File: config.mk
export PLATFORM = sky130hd
export DESIGN_NAME = osc_fail_guard
export DESIGN_NICKNAME = d
export VERILOG_FILES = /design/src/rtl/osc_guard_pkg.sv /design/src/rtl/xtal_edge_sync.sv /design/src/rtl/stop_timer.sv /design/src/rtl/guard_ctl_reg.sv /design/src/rtl/osc_fail_guard.sv
export SDC_FILE = /design/constraint.sdc
export NUM_CORES = 1
export LEC_CHECK = 0
export ABC_AREA = 1
export BUFFER_PORTS_ARGS = -buffer_cell sky130_fd_sc_hd__buf_2
export CAP_MARGIN = 30
export CORE_MARGIN = 4
export CORE_UTILIZATION = 45
export DETAILED_ROUTE_END_ITERATION = 8
export PLACE_DENSITY = 0.76
export SLEW_MARGIN = 20
export SYNTH_ARGS = -nofsm -noshare
export SYNTH_HDL_FRONTEND = slang
export SYNTH_SLANG_ARGS = --single-unit
File: constraint.sdc
create_clock -name clk -period 1.4 [get_ports clk]
set_input_delay 0.14 -clock clk [delete_from_list [all_inputs] [get_ports clk]]
set_output_delay 0.14 -clock clk [all_outputs]
set_load 0.1 [all_outputs]
File: src/rtl/osc_guard_pkg.sv
package osc_guard_pkg;
  localparam int BIT_DET_EN = 0;
  localparam int BIT_IRQ_EN = 1;
  localparam int BIT_SEL    = 2;
  localparam int BIT_STOP   = 3;
  localparam logic [7:0] REG_RST_VAL = 8'h04;
endpackage

File: src/rtl/xtal_edge_sync.sv
module xtal_edge_sync #(
  parameter int SYNC_STAGES = 2
) (
  input  logic clk,
  input  logic rst,
  input  logic xtal_clk,
  output logic rise
);
  localparam int MSB = SYNC_STAGES - 1;
  logic [MSB:0] chain;
  logic         last_q;

  always_ff @(posedge clk) begin
    if (rst) begin
      chain  <= '0;
      last_q <= 1'b0;
    end else begin
      chain  <= {chain[MSB-1:0], xtal_clk};
      last_q <= chain[MSB];
    end
  end

  assign rise = chain[MSB] & ~last_q;
endmodule

File: src/rtl/stop_timer.sv
module stop_timer #(
  parameter int TIMEOUT = 16
) (
  input  logic clk,
  input  logic rst,
  input  logic enable,
  input  logic rise,
  output logic stopped,
  output logic stop_evt
);
  localparam int CNT_W = $clog2(TIMEOUT + 1);
  localparam logic [CNT_W-1:0] LIMIT = CNT_W'(TIMEOUT - 1);

  logic [CNT_W-1:0] cnt;
  logic             stopped_q;
  logic             evt_q;

  always_ff @(posedge clk) begin
    if (rst || !enable) begin
      cnt       <= '0;
      stopped_q <= 1'b0;
      evt_q     <= 1'b0;
    end else begin
      evt_q <= 1'b0;
      if (rise) begin
        cnt       <= '0;
        stopped_q <= 1'b0;
      end else if (cnt == LIMIT) begin
        if (!stopped_q) evt_q <= 1'b1;
        stopped_q <= 1'b1;
      end else begin
        cnt <= cnt + 1'b1;
      end
    end
  end

  assign stopped  = stopped_q & enable;
  assign stop_evt = evt_q & enable;
endmodule

File: src/rtl/guard_ctl_reg.sv
module guard_ctl_reg
  import osc_guard_pkg::*;
(
  input  logic       clk,
  input  logic       rst,
  input  logic       wr_unlock,
  input  logic       reg_we,
  input  logic [7:0] reg_wdata,
  input  logic       stopped,
  input  logic       stop_evt,
  output logic       det_en,
  output logic       irq_en,
  output logic       sel,
  output logic       irq
);
  logic wr_ok;
  logic armed_evt;

  assign wr_ok     = reg_we & wr_unlock;
  assign armed_evt = stop_evt & det_en & irq_en;

  always_ff @(posedge clk) begin
    if (rst) begin
      det_en <= REG_RST_VAL[BIT_DET_EN];
      irq_en <= REG_RST_VAL[BIT_IRQ_EN];
      sel    <= REG_RST_VAL[BIT_SEL];
      irq    <= 1'b0;
    end else begin
      irq <= armed_evt;
      if (wr_ok) begin
        det_en <= reg_wdata[BIT_DET_EN];
        irq_en <= reg_wdata[BIT_IRQ_EN];
        if (reg_wdata[BIT_SEL]) sel <= 1'b1;
        else if (!stopped)      sel <= 1'b0;
      end
      if (armed_evt) sel <= 1'b1;
    end
  end
endmodule

File: src/rtl/osc_fail_guard.sv
module osc_fail_guard
  import osc_guard_pkg::*;
#(
  parameter int TIMEOUT     = 16,
  parameter int SYNC_STAGES = 2
) (
  input  logic       clk,
  input  logic       rst,
  input  logic       xtal_clk,
  input  logic       wr_unlock,
  input  logic       reg_we,
  input  logic [7:0] reg_wdata,
  output logic [7:0] reg_rdata,
  output logic       sel_internal,
  output logic       lso_on,
  output logic       stop_irq
);
  logic rise, stopped, stop_evt, det_en, irq_en, sel;

  xtal_edge_sync #(.SYNC_STAGES(SYNC_STAGES)) u_sync (
    .clk(clk), .rst(rst), .xtal_clk(xtal_clk), .rise(rise)
  );

  stop_timer #(.TIMEOUT(TIMEOUT)) u_timer (
    .clk(clk), .rst(rst), .enable(det_en), .rise(rise),
    .stopped(stopped), .stop_evt(stop_evt)
  );

  guard_ctl_reg u_reg (
    .clk(clk), .rst(rst), .wr_unlock(wr_unlock), .reg_we(reg_we),
    .reg_wdata(reg_wdata), .stopped(stopped), .stop_evt(stop_evt),
    .det_en(det_en), .irq_en(irq_en), .sel(sel), .irq(stop_irq)
  );

  always_comb begin
    reg_rdata             = '0;
    reg_rdata[BIT_DET_EN] = det_en;
    reg_rdata[BIT_IRQ_EN] = irq_en;
    reg_rdata[BIT_SEL]    = sel;
    reg_rdata[BIT_STOP]   = stopped;
  end

  assign sel_internal = sel;
  assign lso_on       = sel;
endmodule

==> metrics.cfg <==
[synth]
synth_cell_types=16
yosysWarnings=0
synth_cells=82
syn_area_um2=617
avgSynthCellArea_um2=7.52
ys_seq_area_share_pct=45.4
synth.ff_latch_count=14

[place]
dp.cells=106
dpl_cell_area_um2=673
dp_hpwl_um=809
port_buffers=14
gp_congestion=0.689

[route]
drtIter0Drc=11
dr.pass1.iters=3
vias=502
wl_um=1070
ant_nets=0
post_drt_via_cell_ratio=4.52
wl_per_cell_um=9.59
drcViolationCount=0

[timing]
fmaxAchievable_mhz=754
fin_crit_ns=1.33
timing.final.crit_share_pct=94.7
fin_setup_tns_ns=0
final_max_slew_viol_count=0
hold_viol_final=0
setup_viol=0
skew_ns=0.00276

[power]
sw_frac_of_total_pct=32.1
p_int_w=0.000591
p_seq_share_pct=48.0
p_leak_nw=0.349
p_sw_w=0.000279
power.total_w=0.000870
comb_power_share_pct=18.6
p_clk_share_pct=33.4
peakVddDrop_uv=729
power_density_nw_per_um2=1180

[cells_and_area]
drive_gt1_share_pct=36.5
design_area_um2=739
num_antenna_cells=0
instances_no_fill=111
syn_to_final_growth_pct=19.9
nNetsFinal=112
num-fill-cells=123

[clock_tree]
clock_latency_ns=0.28
cts-root-buf=clkbuf_4
cts_buffers=3
numClockSinks=14
clk_pin_slew_ns=0.08
clk_path_buf_depth=2
cts_tree=done
htreeDepth=1

[worst_setup_path]
cp_data_arrival_time_ns=1.19
max_stage_delay_ns=0.47
rrSetupSlack_ns=0.11
crit_buf_inv=1
critical_path.top_delay_family=buffers and inverters
rr_startpoint=u_timer.cnt[0]
reg2reg_depth=9
cpMaxStageDelayCell=buf_2
cp_cell_sequence=buf_2
required_ns=1.26
worst-setup-path-type=reg -> out
end_kind=output pin
worst-path-max-fanout=6
worst_setup_path_start_kind=flop
r2r-end=u_timer.cnt[3]

[worst_hold_path]
hold_path.class=in -> reg
whs_path_depth=3
hp-start=reg_wdata[2]
hold_end=u_reg.sel

[global_routing]
gr-total-overflow=0
antenna_found_initial=0
grt_pass1_vias=445
grt_max_degree=9
grt_pass1_wl_um=1750
grt_use_total_pct=12.4

[die]
dieArea_um2=2030
io_pins=24
start_util_pct=47.4
core_region_area_um2=1300
die_h_um=45.0
fp.dieW_um=45.0
rows=13

[job]
maxCapViolCount=0

[outcome]
status=finished clean

## per-stage QoR
step	setup slack [ns]	hold WS (ns)	util [%]
floorplan	0.0780	0.211	-
finish	0.0740	0.0496	56.8
global route	-0.00989	0.0532	56.8
CTS	0.0289	0.0446	54.7
detailed placement	-0.0262	0.342	51.7
global placement	0.0103	0.342	51.7
## routing by layer
metal / vias up / share of wire [%] / global-route usage, %
met2: 12 / 47 / 18.4
li1: 266 / - / -
met3: 2 / 6.8 / 4.78
met4: 0 / 1.8 / 8.77
met1: 222 / 44 / 14.5
met5: - / 0 / 0
## power by group through the flow
stage	clock network, W	registers (W)	logic [W]
finish	0.000291	0.000418	0.000162
global route	0.000314	0.000420	0.000170
CTS	0.000298	0.000418	0.000162
detailed placement	0	0.000427	0.000162
global placement	0	0.000426	0.000161
floorplan	0	0.000439	0.000144
## worst max-delay path by stage
stage              startpoint              to  slack (ns)  cells after the start
4_1_cts        u_timer.cnt[0]  u_timer.cnt[3]        0.03                      9
3_5_place_dp   u_timer.cnt[0]  u_timer.cnt[3]       -0.03                      9
5_1_grt        u_timer.cnt[0]  u_timer.cnt[3]       -0.01                      9
3_3_place_gp   u_timer.cnt[0]  u_timer.cnt[3]        0.01                      8
6_report         u_reg.det_en    reg_rdata[0]        0.07                      1
2_1_floorplan  u_timer.cnt[0]  u_timer.cnt[3]        0.08                      8
## kinds of logic (layout without fill, tap and decap cells)
kind of cell	after synthesis	count (layout)	synth area share, %
fa+ha+maj	2	2	4.06
simple gates	36	36	24.5
buf+inv	21	32	18.3
other cells	1	4	0.608
compound gates	8	8	7.10
flops	14	14	45.4
## cell usage in the layout, fill, tap and decap left out, types with 2 or more instances in the layout
| master | instances |
|---|---|
| o21ai_1 | 2 |
| nor2_1 | 15 |
| inv_1 | 8 |
| conb_1 | 4 |
| buf_2 | 13 |
| clkbuf_4 | 3 |
| nand2_1 | 12 |
| nor3_1 | 3 |
| buf_4 | 2 |
| inv_2 | 4 |
| dfxtp_1 | 11 |
| nor2_2 | 3 |
| a21oi_1 | 4 |
| dfxtp_2 | 3 |
## repair_timing
| item | 4_1_cts | 5_1_grt |
|---|---|---|
| hold buffers | 0 | 0 |
| buffers inserted | 0 | 1 |
| cloned | 0 | 0 |
| pin swaps | 0 | 1 |
| setup endpoints to repair | 2 | 6 |
| resized for setup | 1 | 6 |
## synth_stat cells
cell | instances | area [um^2]
a21oi_1 | 4 | 20.0
a21oi_2 | 1 | 8.76
buf_4 | 9 | 67.6
conb_1 | 1 | 3.75
dfxtp_1 | 14 | 280
ha_1 | 2 | 25.0
inv_1 | 8 | 30.0
inv_2 | 4 | 15.0
nand2_1 | 13 | 48.8
nand3_1 | 1 | 5.00
nand3_2 | 1 | 10.0
nor2_1 | 16 | 60.1
nor2_2 | 2 | 12.5
nor3_1 | 3 | 15.0
o21ai_0 | 1 | 5.00
o21ai_1 | 2 | 10.0
## flip-flops by register name (all words and copies together) (netlist names)
| signal | count |
|---|---|
| u_reg.irq_en | 1 |
| u_sync.last_q | 1 |
| u_reg.det_en | 1 |
| u_timer.evt_q | 1 |
| u_reg.sel | 1 |
| u_timer.stopped_q | 1 |
| u_reg.irq | 1 |
| u_sync.chain | 2 |
| u_timer.cnt | 5 |
## cell type report
| type | instances | area (um^2) | share of cell area [%] |
|---|---|---|---|
| timing repair buffer | 16 | 100 | 13.5 |
| inverter | 12 | 45.0 | 6.09 |
| multi-input combinational | 50 | 255 | 34.5 |
| clock buffer | 4 | 36.3 | 4.91 |
| sequential | 14 | 284 | 38.4 |
| tap | 15 | 18.8 | 2.54 |
No activity file was read; power rests on OpenSTA's default activity.
